--- config.mk ---
export PLATFORM = sky130hd
export DESIGN_NAME = keyirq_gen
export DESIGN_NICKNAME = d
export VERILOG_FILES = /design/src/rtl/keyirq_pkg.sv /design/src/rtl/keyirq_timer.sv /design/src/rtl/keyirq_fifo_cond.sv /design/src/rtl/keyirq_gen.sv
export SDC_FILE = /design/constraint.sdc
export NUM_CORES = 1
export LEC_CHECK = 0
export ABC_CLOCK_PERIOD_IN_PS = 2600
export BUFFER_PORTS_ARGS = -buffer_cell sky130_fd_sc_hd__buf_2
export CAP_MARGIN = 30
export CORE_UTILIZATION = 47
export DETAILED_ROUTE_END_ITERATION = 10
export PLACE_DENSITY = 0.72
export SLEW_MARGIN = 20
export SYNTH_ARGS = -nofsm -noshare
export SYNTH_HDL_FRONTEND = slang
export SYNTH_SLANG_ARGS = --single-unit
export TNS_END_PERCENT = 50
--- constraint.sdc ---
create_clock -name clk -period 2.6 [get_ports clk]
set_input_delay 0.39 -clock clk [delete_from_list [all_inputs] [get_ports clk]]
set_output_delay 0.39 -clock clk [all_outputs]
set_load 0.05 [all_outputs]
--- src/rtl/keyirq_pkg.sv ---
package keyirq_pkg;
  localparam int CFG_W  = 8;
  localparam int TIME_W = 5;
  localparam int THR_W  = CFG_W - TIME_W;

  // Tick count carried in the low field of the configuration byte.
  function automatic logic [TIME_W-1:0] time_target(input logic [CFG_W-1:0] cfg);
    return cfg[TIME_W-1:0];
  endfunction

  // Occupancy threshold: the upper field doubled, one bit wider than the field.
  function automatic logic [THR_W:0] fifo_thresh(input logic [CFG_W-1:0] cfg);
    return {cfg[CFG_W-1:TIME_W], 1'b0};
  endfunction

  // Count after one more tick, widened so it cannot wrap.
  function automatic logic [TIME_W:0] next_count(input logic [TIME_W-1:0] cnt);
    return {1'b0, cnt} + 1'b1;
  endfunction
endpackage

--- src/rtl/keyirq_timer.sv ---
module keyirq_timer
  import keyirq_pkg::*;
(
  input  logic              clk,
  input  logic              rst_n,
  input  logic              key_evt_i,
  input  logic              tick_i,
  input  logic [TIME_W-1:0] target_i,
  output logic              fire_o,
  output logic              armed_o
);
  logic              armed_q;
  logic [TIME_W-1:0] cnt_q;
  logic [TIME_W:0]   cnt_nx;

  assign cnt_nx  = next_count(cnt_q);
  assign fire_o  = armed_q & tick_i & ~key_evt_i & (cnt_nx >= {1'b0, target_i});
  assign armed_o = armed_q;

  always_ff @(posedge clk or negedge rst_n) begin
    if (!rst_n) begin
      armed_q <= 1'b0;
      cnt_q   <= '0;
    end else if (key_evt_i) begin
      armed_q <= (target_i != '0);
      cnt_q   <= '0;
    end else if (armed_q && tick_i) begin
      if (fire_o) armed_q <= 1'b0;
      else        cnt_q   <= cnt_nx[TIME_W-1:0];
    end
  end

  // after firing, the counter stays idle until a new key event
  p_stop_after_fire_r3: assert property (@(posedge clk) disable iff (!rst_n)
    fire_o |=> !armed_q);
endmodule

--- src/rtl/keyirq_fifo_cond.sv ---
module keyirq_fifo_cond
  import keyirq_pkg::*;
#(
  parameter int OCC_W = 4
) (
  input  logic             clk,
  input  logic             rst_n,
  input  logic [OCC_W-1:0] occ_i,
  input  logic [THR_W:0]   thresh_i,
  output logic             rise_o
);
  logic hit, hit_q;

  assign hit    = (thresh_i != '0) && ({1'b0, occ_i} >= {{(OCC_W-THR_W){1'b0}}, thresh_i});
  assign rise_o = hit & ~hit_q;

  always_ff @(posedge clk or negedge rst_n) begin
    if (!rst_n) hit_q <= 1'b0;
    else        hit_q <= hit;
  end

  // a level held at or above the threshold yields a single trigger
  p_single_rise_r4: assert property (@(posedge clk) disable iff (!rst_n)
    rise_o |=> !rise_o);
endmodule

--- src/rtl/keyirq_gen.sv ---
module keyirq_gen
  import keyirq_pkg::*;
#(
  parameter int OCC_W = 4
) (
  input  logic             clk,
  input  logic             rst_n,
  input  logic [CFG_W-1:0] cfg_i,
  input  logic [OCC_W-1:0] fifo_occ_i,
  input  logic             key_evt_i,
  input  logic             tick_i,
  input  logic             fifo_rd_i,
  input  logic             clr_mode_i,
  output logic             irq_o
);
  logic time_fire, fifo_rise, timer_armed;
  logic set_evt, clr_evt, enabled, irq_q;

  keyirq_timer u_timer (
    .clk       (clk),
    .rst_n     (rst_n),
    .key_evt_i (key_evt_i),
    .tick_i    (tick_i),
    .target_i  (time_target(cfg_i)),
    .fire_o    (time_fire),
    .armed_o   (timer_armed)
  );

  keyirq_fifo_cond #(.OCC_W(OCC_W)) u_fifo (
    .clk      (clk),
    .rst_n    (rst_n),
    .occ_i    (fifo_occ_i),
    .thresh_i (fifo_thresh(cfg_i)),
    .rise_o   (fifo_rise)
  );

  assign enabled = (cfg_i != '0);
  assign set_evt = time_fire | fifo_rise;
  assign clr_evt = clr_mode_i ? (fifo_occ_i == '0) : fifo_rd_i;

  always_ff @(posedge clk or negedge rst_n) begin
    if (!rst_n)        irq_q <= 1'b0;
    else if (!enabled) irq_q <= 1'b0;
    else if (set_evt)  irq_q <= 1'b1;
    else if (clr_evt)  irq_q <= 1'b0;
  end

  assign irq_o = irq_q;

  // an all-zero configuration forces the line low
  p_disabled_r1: assert property (@(posedge clk) disable iff (!rst_n)
    (cfg_i == '0) |=> !irq_o);

  // a trigger wins over a clear in the same cycle
  p_set_wins_r8: assert property (@(posedge clk) disable iff (!rst_n)
    (set_evt && enabled) |=> irq_o);

  // in read-clear mode, a read with no trigger drops the line
  p_mode0_clear_r6: assert property (@(posedge clk) disable iff (!rst_n)
    (irq_o && fifo_rd_i && !clr_mode_i && !set_evt) |=> !irq_o);

  // in empty-clear mode, the line holds while the FIFO is not empty
  p_mode1_hold_r7: assert property (@(posedge clk) disable iff (!rst_n)
    (irq_o && clr_mode_i && enabled && (fifo_occ_i != '0)) |=> irq_o);

  // reset leaves the counter idle
  p_reset_idle_r9: assert property (@(posedge clk)
    !rst_n |-> !timer_armed && !irq_o);
endmodule

==> summary.md, run 1 <==
| Metric | Value |
|---|---|
| Beginning of the worst register-to-register path | u_timer.cnt_q[0]$_DFFE_PN0P_ |
| Cell Area, Synth | 672 sq um |
| Number of top-level pins | 19 |
| Sink count of the clock tree | 8 |
| Total of endpoints with negative setup slack in the final report | 0 |
| Post-Synthesis Cells | 72 |
| Starting density of the core | 51.0% |
| Normalized max-slew margin | 77.1% |
| Seq cells post-synth | 8 |
| Destination of the worst hold path | u_timer.cnt_q[4]$_DFFE_PN0P_ |
| Max-cap violations | 0 |
| Root Buffer Master | sky130_fd_sc_hd__clkbuf_4 |
| Area of the core region | 0.00132 sq mm |
| Slew at the pin closest to its max-slew limit | 0.341 ns |
| Fraction of the yosys area taken by sequential cells | 29.8% |
| Setup repair after global routing missed its margin | false |
| Total count of hold-check failures in the final report | 0 |
| Drt via density | 5.44 |
| Unique masters post-synth | 26 |
| Xor/xnor cell area share of the yosys netlist | 5.21% |
| Number of buffers on the longest clock path | 2 |
| Layout cells sized above 1 | 29.8% |
| CTS tree | built |
| Die area | 0.00158 sq mm |
| Capturing element type of the critical path | flop |
| P&R area growth vs syn | 21.0% |
| Power per cell area | 423 mW/mm^2 |
| Fin nets | 123 |
| Accumulated negative setup slack | 0 ns |
| Largest fanout on the critical path | 8 |
| Commonest cells after routing, fill and taps aside | sky130_fd_sc_hd__buf_2, sky130_fd_sc_hd__inv_1, sky130_fd_sc_hd__ha_1 |
| Overall die height | 39.8 um |
| ANT nets after route | 0 |
| Depth of the worst register-to-register path | 9 |
| Total track usage | 22.9% |
| CTS resizes | 0 |
| Synth Area per Inst | 9.33 sq um |
| Final wirelength | 1430 um |
| Vias after detailed routing | 593 |
| Static leakage | 0.417 nW |
| Compound-Gate Fraction of Synth Area | 20.7% |
| Outcome | finished clean |
| Clk_lat worst skew | 0.26 ns |
| Post-synthesis mux area share | 2.98% |
| Share of the core filled with cells | 61.7% |
| Startpoint type of the worst setup path | flop |
| Max Transition Viols Final | 0 |
| Area share of fa/ha/maj cells after synthesis | 16.8% |
| Final HPWL DP | 1170 um |
| Diode insertion count for antenna repair | 0 |
| Clock transition at the registers of the reported paths | 0.06 ns |
| Total grt overflow | 0 |
| Syn nets | 99 |
| Tot Pwr | 344 uW |
| Die W | 39.8 um |
| R2r endpoint | u_timer.cnt_q[2]$_DFFE_PN0P_ |
| Arrival @ worst endpoint | 2.50 ns |
| Number of DRC violations after detailed-routing iteration 0 | 13 |
| Number of remaining DRC errors | 0 |
| # H-tree levels | 1 |
| Type of the tightest min-delay check | input port to flop |
| Critical hold path startpoint | key_evt_i |
| Via count of the first global-routing pass | 537 |
| Hold Path Stages | 2 |
| Number of cell rows | 13 |
| Number of detailed-routing iterations run before antenna repair | 7 |
| RePlAce Congestion | 0.719 |
| Global-route wire length before repair | 2240 um |
| Kind of critical path | flop to flop |
| Min cycle time layout | 2.33 ns |
| Cts bufs inserted | 3 |
| Setup slack of the worst register-to-register path | 0.27 ns |
| IO buf count | 18 |
| YS warnings | 0 |
| Number of setup buffers added after CTS | 0 |
| Post-route fraction of the period consumed by the critical path | 89.5% |
| Max Clock Skew | 0.00724 ns |
| Dominant combinational cell family by area after synthesis | compound AO/OA/AOI/OAI gates |
| Worst path required time | 2.77 ns |
| Fmax | 430 MHz |
| Worst ir drop on vdd | 221 uV |
| Area share of and/or/nand/nor cells after synthesis | 18.4% |
| Drt wl/cell | 13.1 um |
| Number of hold-repair buffers added at the cts stage | 1 |
| Largest net degree at the start of global routing | 9 |
| Most common library cell in the layout ignoring fill and taps | sky130_fd_sc_hd__buf_2 |
| Antenna violations before repair | 0 |
## worst max path at each step
stage	slack [ns]	startpoint	end	depth (start not counted)
detailed placement	0.29	u_timer.cnt_q[0]$_DFFE_PN0P_	u_timer.cnt_q[2]$_DFFE_PN0P_	9
global route	0.19	u_timer.cnt_q[0]$_DFFE_PN0P_	u_timer.cnt_q[2]$_DFFE_PN0P_	9
finish	0.27	u_timer.cnt_q[0]$_DFFE_PN0P_	u_timer.cnt_q[2]$_DFFE_PN0P_	9
global placement	0.45	u_timer.cnt_q[0]$_DFFE_PN0P_	u_timer.cnt_q[2]$_DFFE_PN0P_	9
floorplan	0.53	u_timer.cnt_q[0]$_DFFE_PN0P_	u_timer.cnt_q[2]$_DFFE_PN0P_	9
CTS	0.27	u_timer.cnt_q[0]$_DFFE_PN0P_	u_timer.cnt_q[2]$_DFFE_PN0P_	9
## cells by family after synthesis
kind of cell / Yosys count
adder cells (fa/ha/maj): 9
buffers and inverters: 11
AND/OR/NAND/NOR: 22
flip-flops: 8
XOR/XNOR: 4
multiplexers: 2
AO/OA/AOI/OAI: 16
## layout make-up
type,count,area [sq um]
clock buffer,3,22.5
tap,15,18.8
fill,118,504
sequential,8,200
timing repair buffer,19,100
multi-input combinational,53,430
inverter,11,41.3
## worst max-delay path, stage by stage (launching register included)
cell	delay [ns]
sky130_fd_sc_hd__dfrtp_1	0.43
sky130_fd_sc_hd__ha_1	0.23
sky130_fd_sc_hd__nand3_1	0.14
sky130_fd_sc_hd__xnor2_1	0.15
sky130_fd_sc_hd__ha_1	0.29
sky130_fd_sc_hd__inv_1	0.08
sky130_fd_sc_hd__o221a_4	0.21
sky130_fd_sc_hd__o2111ai_4	0.16
sky130_fd_sc_hd__or3_1	0.36
sky130_fd_sc_hd__a21oi_1	0.19
## report_power, final
group / switching (mW) / total (mW) / internal, mW / leakage, nW
Sequential: 0.00810 / 0.143 / 0.135 / 0.103
Clock: 0.0442 / 0.0972 / 0.0530 / 0.0138
Combinational: 0.0597 / 0.104 / 0.0447 / 0.300
Total: 0.112 / 0.344 / 0.232 / 0.417
## layer usage
metal	global-route usage (%)	up-vias	wire length (um)
met5	0	-	0
met4	15.5	0	12
met3	5.11	2	64
met2	35.2	15	650
met1	27.6	276	704
li1	-	300	-
## synth_stat cells, drive strengths merged
library cell	number	share of area [%]
a211oi	1	1.1
a21oi	7	7.4
a31o	1	1.3
a31oi	1	0.93
and3	1	0.93
dfrtp	8	30
ha	9	17
inv	11	6.1
mux2i	2	3.0
nand2	4	2.2
nand2b	2	3.0
nand3	3	3.0
nand4	1	0.93
nor2	4	2.2
nor3	2	1.5
nor4	1	0.93
o2111ai	1	3.9
o21ai	4	3.0
o221a	1	3.0
or3	4	3.7
xnor2	2	2.6
xor2	2	2.6
## state kept, by name, summed over array words and instances, names as in the netlist
register / cells
u_timer.cnt_q: 5
irq_o: 1
u_fifo.hit_q: 1
u_timer.armed_o: 1
## per-stage QoR
stage / cell area, sq um / hold slack (ns) / std cells / worst slack (ns)
final: 813 / 0.383 / 109 / 0.272
after global routing: 813 / 0.377 / 109 / 0.189
after CTS: 813 / 0.365 / 109 / 0.272
after detailed placement: 781 / 0.248 / 105 / 0.294
after global placement: 781 / 0.245 / 105 / 0.446
after floorplan: 672 / 0.0944 / 72 / 0.532
Note: power is estimated with default switching activity, not from simulation.
==> run 2: changes to the inputs <==
--- a/config.mk
+++ b/config.mk
@@ -8,9 +8,10 @@
 export ABC_CLOCK_PERIOD_IN_PS = 2600
 export BUFFER_PORTS_ARGS = -buffer_cell sky130_fd_sc_hd__buf_2
 export CAP_MARGIN = 30
-export CORE_UTILIZATION = 47
+export CORE_ASPECT_RATIO = 0.9
+export CORE_UTILIZATION = 25
 export DETAILED_ROUTE_END_ITERATION = 10
-export PLACE_DENSITY = 0.72
+export PLACE_DENSITY = 0.43
 export SLEW_MARGIN = 20
 export SYNTH_ARGS = -nofsm -noshare
 export SYNTH_HDL_FRONTEND = slang
==> run 2 against run 1 <==
Flip-flop and latch count unchanged. Critical path type unchanged. Clock power is 0.4% lower. Hold slack better by 0.0019 ns. Die area up 83%. Sequential power about the same. Largest power group unchanged. Clock-buffer cell count unchanged. Wire length shrank 3.4%. Sequential share of layout area decreased by 0.48 points.
==> summary.md, run 2 (same netlist as run 1, synthesis figures left out) <==
| Metric | Value |
|---|---|
| Outcome | finished clean |
| Met3 track demand over resource in global routing | 3.04% |
| Root Buffer Master | sky130_fd_sc_hd__clkbuf_4 |
| Startpoint type of the worst setup path | flop |
| Met2 track demand over resource in global routing | 15.7% |
| Fin nets | 123 |
| Largest net degree at the start of global routing | 9 |
| Vias after detailed routing | 550 |
| Number of remaining DRC errors | 0 |
| Final std cells w/o fill | 122 |
| Drt via density | 4.51 |
| Starting density of the core | 27.0% |
| Number of cell rows | 17 |
| P&R area growth vs syn | 23.5% |
| Die area | 0.00290 sq mm |
| Number of buffers on the longest clock path | 2 |
| Post-placement cell count | 118 |
| Layout cells sized above 1 | 29.8% |
| CTS tree | built |
| Arrival @ worst endpoint | 2.39 ns |
| Number of setup buffers added after CTS | 0 |
| Via count of the first global-routing pass | 537 |
| Min cycle time layout | 2.21 ns |
| Proportion of power drawn by the clock network | 28.2% |
| Most common library cell in the layout ignoring fill and taps | sky130_fd_sc_hd__buf_2 |
| Total track usage | 11.2% |
| Antenna violations before repair | 0 |
| CTS resizes | 0 |
| Type of the tightest min-delay check | input port to flop |
| Number of top-level pins | 19 |
| Max Transition Viols Final | 0 |
| Total count of hold-check failures in the final report | 0 |
| Diode insertion count for antenna repair | 0 |
| Max-cap violations | 0 |
| Area of the core region | 0.00249 sq mm |
| Global-route wire length before repair | 2370 um |
| Global-route track usage on met1 | 15.4% |
| Total of endpoints with negative setup slack in the final report | 0 |
| Number of detailed-routing iterations run before antenna repair | 4 |
| Sink count of the clock tree | 8 |
| Capturing element type of the critical path | flop |
| Overall die height | 51.2 um |
| Drt wl/cell | 11.3 um |
| Max Clock Skew | 0.00407 ns |
| RePlAce Congestion | 0.760 |
| Reg with most FFs | u_timer.cnt_q |
| Static leakage | 0.417 nW |
| Largest fanout on the critical path | 8 |
| Setup repair after global routing missed its margin | false |
| Final wirelength | 1380 um |
| Peak-usage layer in the global routing report | met2 |
| Number of DRC violations after detailed-routing iteration 0 | 3 |
| Cts bufs inserted | 3 |
| Switching part of the total | 32.4% |
| IO buf count | 18 |
| Fmax | 452 MHz |
| # H-tree levels | 1 |
| Worst ir drop on vdd | 163 uV |
| Max FFs per register | 5 |
| Clk_lat worst skew | 0.25 ns |
| Clock transition at the registers of the reported paths | 0.06 ns |
| Fill cell count | 283 |
| Accumulated negative setup slack | 0 ns |
| Kind of critical path | flop to flop |
| Register share of total power | 41.4% |
| Power per cell area | 414 mW/mm^2 |
| Total grt overflow | 0 |
| Post-route fraction of the period consumed by the critical path | 85.1% |
| Combinational power share | 30.4% |
| Normalized max-slew margin | 79.5% |
| Final HPWL DP | 1160 um |
| Die W | 56.6 um |
| Commonest cells after routing, fill and taps aside | sky130_fd_sc_hd__buf_2, sky130_fd_sc_hd__inv_1, sky130_fd_sc_hd__ha_1 |
| Power dissipated by switching net loads | 111 uW |
| ANT nets after route | 0 |
| Slew at the pin closest to its max-slew limit | 0.306 ns |
| Worst path required time | 2.78 ns |
| Cell Int Power | 232 uW |
run 2: critical path: stages, from the launching register on:
cell                        delay [ns]
sky130_fd_sc_hd__dfrtp_1          0.41
sky130_fd_sc_hd__ha_1             0.23
sky130_fd_sc_hd__nand3_1          0.14
sky130_fd_sc_hd__xnor2_1          0.15
sky130_fd_sc_hd__ha_1             0.29
sky130_fd_sc_hd__inv_1            0.07
sky130_fd_sc_hd__o221a_4          0.21
sky130_fd_sc_hd__o2111ai_4        0.15
sky130_fd_sc_hd__or3_1            0.35
sky130_fd_sc_hd__a21oi_1          0.14
run 2: what timing repair did:
action | CTS | global route
endpoints found under the hold margin | 8 | 0
setup endpoints to repair | 0 | 0
hold buffers | 1 | 0
run 2: final timing paths:
path / from / to / slack, ns / cells past startpoint
max in group asynchronous: rst_n / irq_o$_DFFE_PN0P_ / 1.91 / 2
min reg2reg: u_fifo.hit_q$_DFF_PN0_ / irq_o$_DFFE_PN0P_ / 0.51 / 2
min: key_evt_i / u_timer.cnt_q[3]$_DFFE_PN0P_ / 0.39 / 2
max: u_timer.cnt_q[0]$_DFFE_PN0P_ / u_timer.cnt_q[3]$_DFFE_PN0P_ / 0.39 / 9
max reg2reg: u_timer.cnt_q[0]$_DFFE_PN0P_ / u_timer.cnt_q[3]$_DFFE_PN0P_ / 0.39 / 9
min in group asynchronous: rst_n / u_timer.cnt_q[4]$_DFFE_PN0P_ / 0.51 / 2
run 2: metrics by stage:
stage	hold slack (ns)	worst slack, ns	power, mW	util [%]	area, sq um
after global placement	0.252	0.403	0.248	32.0	797
after detailed placement	0.248	0.392	0.248	32.0	797
final	0.385	0.388	0.343	33.3	830
after floorplan	0.0944	0.532	0.214	-	672
after global routing	0.388	0.187	0.372	33.3	830
after CTS	0.374	0.379	0.352	33.3	830
run 2: layer usage:
metal	wire length [um]	share of wire (%)
met2	565	41
met5	0	0
met1	752	54
met3	54	3.9
met4	11	0.80
run 2: area by class of cell:
class                      instances  area [sq um]  share of cell area [%]
timing repair buffer              19           100                    12.1
tap                               28          35.0                    4.22
sequential                         8           200                    24.1
multi-input combinational         53           430                    51.9
clock buffer                       3          22.5                    2.71
inverter                          11          41.3                    4.98
run 2: power by group through the flow:
stage	Combinational (mW)	Clock, mW	Sequential [mW]
2_1_floorplan	0.0567	0	0.157
5_1_grt	0.118	0.112	0.143
4_1_cts	0.106	0.105	0.142
3_3_place_gp	0.103	0	0.145
6_report	0.104	0.0968	0.142
3_5_place_dp	0.104	0	0.144
